$ cat src/rtl/bru_pkg.sv
package bru_pkg;
  localparam logic [5:0] OP_REGIMM = 6'd1;
  localparam logic [5:0] OP_EQ     = 6'd4;
  localparam logic [5:0] OP_NE     = 6'd5;
  localparam logic [5:0] OP_LEZ    = 6'd6;
  localparam logic [5:0] OP_GTZ    = 6'd7;

  localparam logic [4:0] RT_LTZ    = 5'd0;
  localparam logic [4:0] RT_GEZ    = 5'd1;
  localparam logic [4:0] RT_LTZ_LK = 5'd16;
  localparam logic [4:0] RT_GEZ_LK = 5'd17;

  typedef struct packed {
    logic is_br;
    logic taken;
    logic link;
    logic rsvd;
  } br_dec_t;
endpackage

$ cat src/rtl/bru_cond.sv
module bru_cond
  import bru_pkg::*;
#(
  parameter int XLEN = 32
) (
  input  logic [5:0]      opcode_i,
  input  logic [4:0]      rt_sel_i,
  input  logic [XLEN-1:0] src_a_i,
  input  logic [XLEN-1:0] src_b_i,
  output br_dec_t         dec_o
);
  logic a_neg, a_zero, ab_eq;

  always_comb begin
    a_neg  = src_a_i[XLEN-1];
    a_zero = (src_a_i == '0);
    ab_eq  = (src_a_i == src_b_i);
    dec_o  = '0;
    unique case (opcode_i)
      OP_EQ:  begin dec_o.is_br = 1'b1; dec_o.taken = ab_eq;  end
      OP_NE:  begin dec_o.is_br = 1'b1; dec_o.taken = !ab_eq; end
      OP_LEZ: begin dec_o.is_br = 1'b1; dec_o.taken = a_neg || a_zero; end
      OP_GTZ: begin dec_o.is_br = 1'b1; dec_o.taken = !a_neg && !a_zero; end
      OP_REGIMM: begin
        dec_o.is_br = 1'b1;
        unique case (rt_sel_i)
          RT_LTZ:    dec_o.taken = a_neg;
          RT_GEZ:    dec_o.taken = !a_neg;
          RT_LTZ_LK: begin dec_o.taken = a_neg;  dec_o.link = 1'b1; end
          RT_GEZ_LK: begin dec_o.taken = !a_neg; dec_o.link = 1'b1; end
          default:   dec_o.rsvd = 1'b1;
        endcase
      end
      default: dec_o = '0;
    endcase
  end
endmodule

$ cat src/rtl/bru_addr.sv
module bru_addr #(
  parameter int XLEN     = 32,
  parameter int IMMW     = 16,
  parameter int WORD_SH  = 2,
  parameter int LINK_OFS = 8
) (
  input  logic [XLEN-1:0] pc_i,
  input  logic [IMMW-1:0] imm_i,
  output logic [XLEN-1:0] target_o,
  output logic [XLEN-1:0] link_o
);
  localparam int EXTW = XLEN - IMMW;
  localparam logic [XLEN-1:0] STEP = XLEN'(1 << WORD_SH);

  logic [XLEN-1:0] seq_pc;
  logic [XLEN-1:0] ofs;

  always_comb begin
    seq_pc   = pc_i + STEP;
    ofs      = {{EXTW{imm_i[IMMW-1]}}, imm_i} << WORD_SH;
    target_o = seq_pc + ofs;
    link_o   = pc_i + XLEN'(LINK_OFS);
  end
endmodule

$ cat src/rtl/bru_unit.sv
module bru_unit
  import bru_pkg::*;
#(
  parameter int XLEN = 32,
  parameter int IMMW = 16
) (
  input  logic            clk,
  input  logic            rst_n,
  input  logic            issue_i,
  input  logic [5:0]      opcode_i,
  input  logic [4:0]      rt_sel_i,
  input  logic [XLEN-1:0] src_a_i,
  input  logic [XLEN-1:0] src_b_i,
  input  logic [XLEN-1:0] pc_i,
  input  logic [IMMW-1:0] imm_i,
  input  logic            slot_i,
  output logic            redirect_o,
  output logic [XLEN-1:0] target_o,
  output logic            link_we_o,
  output logic [XLEN-1:0] link_val_o,
  output logic            rsvd_o
);
  // reset: asserted asynchronously, released on the clock
  logic [1:0] rst_q;
  logic       rst_s_n;
  always_ff @(posedge clk or negedge rst_n) begin
    if (!rst_n) rst_q <= 2'b00;
    else        rst_q <= {rst_q[0], 1'b1};
  end
  assign rst_s_n = rst_q[1];

  br_dec_t         dec;
  logic [XLEN-1:0] tgt_c, link_c;

  bru_cond #(.XLEN(XLEN)) u_cond (
    .opcode_i(opcode_i), .rt_sel_i(rt_sel_i),
    .src_a_i(src_a_i), .src_b_i(src_b_i), .dec_o(dec));

  bru_addr #(.XLEN(XLEN), .IMMW(IMMW)) u_addr (
    .pc_i(pc_i), .imm_i(imm_i), .target_o(tgt_c), .link_o(link_c));

  logic            pend_q, pend_d;
  logic [XLEN-1:0] ptgt_q, ptgt_d;
  logic            redir_q, redir_d;
  logic [XLEN-1:0] otgt_q, otgt_d;
  logic            lwe_q, lwe_d;
  logic [XLEN-1:0] lval_q, lval_d;
  logic            rsvd_q, rsvd_d;
  logic            take_en, fire_en, link_en;

  always_comb begin
    take_en = issue_i && dec.is_br && dec.taken;
    fire_en = slot_i && pend_q;
    link_en = issue_i && dec.link;
    pend_d  = take_en ? 1'b1 : (slot_i ? 1'b0 : pend_q);
    ptgt_d  = take_en ? tgt_c : ptgt_q;
    redir_d = fire_en;
    otgt_d  = fire_en ? ptgt_q : otgt_q;
    lwe_d   = link_en;
    lval_d  = link_en ? link_c : lval_q;
    rsvd_d  = issue_i && dec.rsvd;
  end

  always_ff @(posedge clk or negedge rst_s_n) begin
    if (!rst_s_n) begin
      pend_q  <= 1'b0;
      ptgt_q  <= '0;
      redir_q <= 1'b0;
      otgt_q  <= '0;
      lwe_q   <= 1'b0;
      lval_q  <= '0;
      rsvd_q  <= 1'b0;
    end else begin
      pend_q  <= pend_d;
      ptgt_q  <= ptgt_d;
      redir_q <= redir_d;
      otgt_q  <= otgt_d;
      lwe_q   <= lwe_d;
      lval_q  <= lval_d;
      rsvd_q  <= rsvd_d;
    end
  end

  assign redirect_o = redir_q;
  assign target_o   = otgt_q;
  assign link_we_o  = lwe_q;
  assign link_val_o = lval_q;
  assign rsvd_o     = rsvd_q;

  // a redirect only follows a delay-slot fetch
  p_redirect_after_slot_r7: assert property (@(posedge clk) disable iff (!rst_s_n)
    redirect_o |-> $past(slot_i));
  // a redirect requires an earlier taken branch still pending
  p_redirect_needs_pending_r8: assert property (@(posedge clk) disable iff (!rst_s_n)
    redirect_o |-> $past(pend_q));
  // the link value tracks the issuing PC
  p_link_value_r5: assert property (@(posedge clk) disable iff (!rst_s_n)
    link_we_o |-> (link_val_o == $past(pc_i) + XLEN'(8)));
  // the reserved flag comes only from the opcode-1 group, and never with a link
  p_rsvd_source_r9: assert property (@(posedge clk) disable iff (!rst_s_n)
    rsvd_o |-> ($past(issue_i) && $past(opcode_i) == OP_REGIMM && !link_we_o));
  // a link request is a single-cycle pulse after an issue
  p_link_after_issue_r4: assert property (@(posedge clk) disable iff (!rst_s_n)
    link_we_o |-> $past(issue_i));
endmodule

$ cat config.mk
export PLATFORM = sky130hd
export DESIGN_NAME = bru_unit
export DESIGN_NICKNAME = d
export VERILOG_FILES = /design/src/rtl/bru_pkg.sv /design/src/rtl/bru_cond.sv /design/src/rtl/bru_addr.sv /design/src/rtl/bru_unit.sv
export SDC_FILE = /design/constraint.sdc
export NUM_CORES = 1
export LEC_CHECK = 0
export CAP_MARGIN = 20
export CELL_PAD_IN_SITES_DETAIL_PLACEMENT = 0
export CELL_PAD_IN_SITES_GLOBAL_PLACEMENT = 2
export CORE_UTILIZATION = 25
export CTS_BUF_LIST = sky130_fd_sc_hd__clkbuf_16
export CTS_CLUSTER_DIAMETER = 200
export DETAILED_ROUTE_END_ITERATION = 10
export GPL_ROUTABILITY_DRIVEN = 0
export PLACE_DENSITY = 0.7
export SLEW_MARGIN = 20
export SYNTH_ARGS = -nofsm -noshare
export SYNTH_HDL_FRONTEND = slang
export SYNTH_HIERARCHICAL = 1
export SYNTH_SLANG_ARGS = --single-unit
$ cat constraint.sdc
create_clock -name clk -period 8.1 [get_ports clk]
set_clock_uncertainty 0.05 [all_clocks]
set_input_delay 0.81 -clock clk [delete_from_list [all_inputs] [get_ports clk]]
set_output_delay 0.81 -clock clk [all_outputs]
set_load 0.05 [all_outputs]
==> flow_results.org <==
** STA
- The final max-slew violation count is 0.
- Highest clock frequency the design can meet :: 0.255 GHz
- Setup total negative slack on the finished layout was measured at 0 ns.
- Setup repair after global routing missed its margin :: false
- Of the available clock period, the critical path in the final layout requires 0.484.
- Worst Setup Slack, final :: 4.18 ns
- Hold violation total from the final report :: 0
- Headroom to the max-slew limit came out at 0.353.
- Final critical-path required period :: 3.92 ns
- Final hold analysis gives a worst-case slack of 0.207 ns.
- Setup violators final :: 0
- Worst slew pin tran :: 0.967 ns

** Final layout
- Commonest cells after routing, fill and taps aside :: clkdlybuf4s50_1 (193), dfrtp_1 (101), mux2_2 (94)
- Final instance area :: 9270 um^2
- Area of combinational cells with multiple inputs :: 3990 um^2
- After filler insertion, the fill cell instance count of the layout stands at between 2k and 3k.
- Most common cell after layout, fill and taps aside :: clkdlybuf4s50_1
- Share of layout cells above drive strength 1 :: 0.171
- Layout overhead on the synthesized area :: 37.5%
- Number of nets in the final layout :: 982
- ANT cells :: 0
- Summing all flip-flop and latch instances after layout gives about 2600 um^2.

** Pwr
- Share of power burned in the clock network :: 0.346
- Of the total power, registers draw 0.399.
- In this run the power density over the cells is 144 nW/um^2.
- Net Sw Power :: 398 uW
- Of the total power, the share spent switching nets is 0.299.
- The worst-case IR drop observed on VDD is 0.0000782 V.
- The internal portion of the total power is between 900 and 1000 uW.
- LEAKAGE :: 0.00410 uW
- The share of total power dissipated in combinational logic is 0.255.

** Synthesis
- The cell count after synthesis came out at 610.
- Cell taking the most area after synthesis :: dfrtp_1
- The cell area that synthesis handed to floorplanning was about 6700 um^2.
- Yosys cell types :: 61
- Fraction of synthesis flops using an asynchronous set or reset pin :: 1.00
- Share of synthesized cell area in full adder, half adder and majority cells :: 0.111
- Yosys top cell area share :: 0.379
- By area, the combinational part of the netlist is dominated by multiplexers.
- Post-Synth Simple-Gate Area :: 0.107
- The Yosys step of the flow raised 6 warnings.
- Sorting the synthesized cells by area gives the leading types as dfrtp_1 (38%), mux2_2 (16%), ha_1 (11%), xnor2_1 (9.0%), xor2_1 (2.5%).
- Of the total synthesized cell area, the portion taken by XOR and XNOR cells is 0.114.
- Fraction of the mapped netlist area in compound gates :: 0.0969
- For this run, the register share of the synthesized area comes to 0.379.
- After synthesis, the share of cell area in mux cells is 0.161.
- Synthesis produced a netlist with a net count of between 700 and 800.
- Main flop type after synthesis :: dfrtp_1
- The average instance in the mapped netlist occupies 11.1 um^2.
- Register bit count reported by yosys :: 102
- Counting flops with a built-in enable in the synthesized netlist gives 0.

** Die
- After floorplanning, the core was sized to cover 26300 um^2.
- The floorplan step defined a die boundary enclosing 27600 um^2.
- The floorplan step set the die width to 166 um.
- Standard-cell row count :: ~60
- Pin placement for this block handled 194 I/O pins.
- The initial utilization of the core area, before any placement, comes to 0.257.
- From bottom edge to top edge, the die measures about 170 um.

** GRT
- The number of global-route vias before repair was 5468.
- The initial antenna violation count is 0.
- Entering global routing, the biggest net connects 74 pins.
- The first global-routing pass estimated 29800 um of wire.
- After global routing the overflow that remains totals 0.
- In the global route stage, overall resource usage came out at 0.137.

** Clock tree
- Clock-pin slew was measured on the worst setup and hold paths at 0.08 ns.
- Clock insertion delay at the later pin of the skew report :: 0.36 ns
- In this run, post-CTS hold repair placed 0 buffers.
- Clock sink count :: 102
- Maximum root-to-sink buffer count :: 2
- The tree is rooted in a clkbuf_16.
- Buffers inserted during clock tree synthesis total 9.
- TritonCTS clock tree :: done
- The H-tree generated during clock tree synthesis spans 3 levels.
- Post-CTS timing repair inserted 0 buffers for setup.
- The number of gates resized after CTS was 0.

** Worst setup path
- The slowest stage of the critical path is the clkdlybuf4s50_1 cell.
- Across all register-to-register paths, the minimum setup slack is around 6.5 ns.
- Arrival time worst endpoint :: about 4 ns
- On the worst path, the slowest cell contributes a delay of 0.87 ns.
- The worst setup path is launched from a primary input.
- The signal on the critical path passes through clkdlybuf4s50_1 -> ha_1 -> ha_1 -> a21oi_1 -> o21ai_0 -> a221oi_1 -> nand2b_1 -> o21ai_2 -> and2_0 -> or3b_1 -> mux2_2.
- Start-to-end type of the worst setup path :: in2reg
- In this run the worst path has a maximum fanout of 15.
- Crit. Startpoint :: imm_i[15]
- In this run the critical register-to-register path is launched from rst_q[1]$_DFF_PN0_.
- The most numerous cell type found on the critical path is ha_1.
- For the worst setup path, the data required time is 8.29 ns.
- STA classifies the critical path endpoint as a flop.

** Detailed routing
- Detailed Routing Iterations Pass 1 :: 9
- The detailed router finished its first iteration with 192 violations.
- The routed design has 18500 um of wire.
- Once detail routing completed, the nets flagged for antenna violations numbered 0.
- After detailed routing, the number of remaining DRC violations is 8.
- Dividing the detail-routed wire length by the instance count gives around 16 um.
- In the routed layout, each cell is associated on average with a via count of 4.57.
- Count of vias placed by the detailed router :: slightly above 5k

** Hold path
- Class of the most critical hold timing path :: reg2async

** Placed design
- Once detailed placement completed, the half-perimeter wirelength came to roughly 15000 um.
- Count of input and output buffers :: about 190
- Before CTS, the worst setup slack after placement is 3.83 ns.
- Placed cell areas :: 8960 um^2

** Flow run
- Number of maximum-capacitance constraint violations :: 0

** Run status
- The checks that failed: design-rule violations.
- Status :: finished with violations
-- flip-flops by register name (all words and copies together), names as in the netlist --
signal,flops
pend_q,1
redirect_o,1
link_val_o,32
ptgt_q,32
rsvd_o,1
target_o,32
rst_q,2
link_we_o,1
-- synth_stat cells, types with 3 or more instances --
master    instances
nor2_1           23
xnor2_1          69
and3_1            5
xor2_1           19
and2_1            5
dfrtp_1         102
inv_1            15
buf_4             6
a21o_1            7
o21a_1            3
clkbuf_1          3
nor4_1           11
ha_1             58
and4_1            3
nor2b_1           4
buf_6             6
mux2_2           94
nand2_1          36
o21ai_0          16
o21ai_2           3
nor3_1            5
nand3_1          18
nand4_1          16
a21oi_1          31
buf_2             5
-- worst max-delay path, delay by kind of cell --
kind	cells	cell delay (ns)
buffers and inverters	1	0.87
AND/OR/NAND/NOR	3	0.66
adder cells (fa/ha/maj)	2	0.74
multiplexers	1	0.26
AO/OA/AOI/OAI	4	0.77
-- cell type report --
class	instances	area share
clock buffer	9	0.0243
clock inverter	7	0.00877
inverter	15	0.00607
multi-input combinational	473	0.430
sequential	102	0.276
tap	335	0.0452
timing repair buffer	195	0.210
-- final timing paths --
check                      depth (start not counted)                    endpoint
setup / recovery                                  11      ptgt_q[31]$_DFFE_PN0P_
hold / removal                                     0   link_val_o[0]$_DFFE_PN0P_
setup reg to reg                                   1  link_val_o[31]$_DFFE_PN0P_
hold reg to reg                                    0   link_val_o[0]$_DFFE_PN0P_
max in group asynchronous                          1  link_val_o[31]$_DFFE_PN0P_
min in group clk                                   0          rst_q[1]$_DFF_PN0_
-- power groups by stage --
stage               Clock [uW]  Sequential, uW  Combinational (uW)
finish                     461             531                 340
global route               504             534                 377
CTS                        487             532                 346
detailed placement           0             542                 345
global placement             0             542                 347
floorplan                    0             555                 193
-- per-stage QoR --
step           total power [uW]  std cells  utilization
2_1_floorplan               748        610            -
3_3_place_gp                889       1120        0.341
3_5_place_dp                887       1120        0.341
4_1_cts                    1370       1136        0.353
5_1_grt                    1410       1136        0.353
6_report                   1330       1136        0.353
-- routing by layer --
layer	global-route usage	routed length, um	up-vias
li1	-	-	2565
met2	0.236	9110	98
met4	0.0306	210	0
met1	0.171	8170	2509
met5	0	0	-
met3	0.0377	1010	14
-- kinds of logic (layout without fill, tap and decap cells) --
group	Yosys count	count (layout)
compound gates	91	91
xor+xnor	88	88
fa+ha+maj	59	59
buf+inv	35	226
flops	102	102
mux	96	96
other cells	1	1
simple gates	138	138
Note: power is estimated with default switching activity, not from simulation.
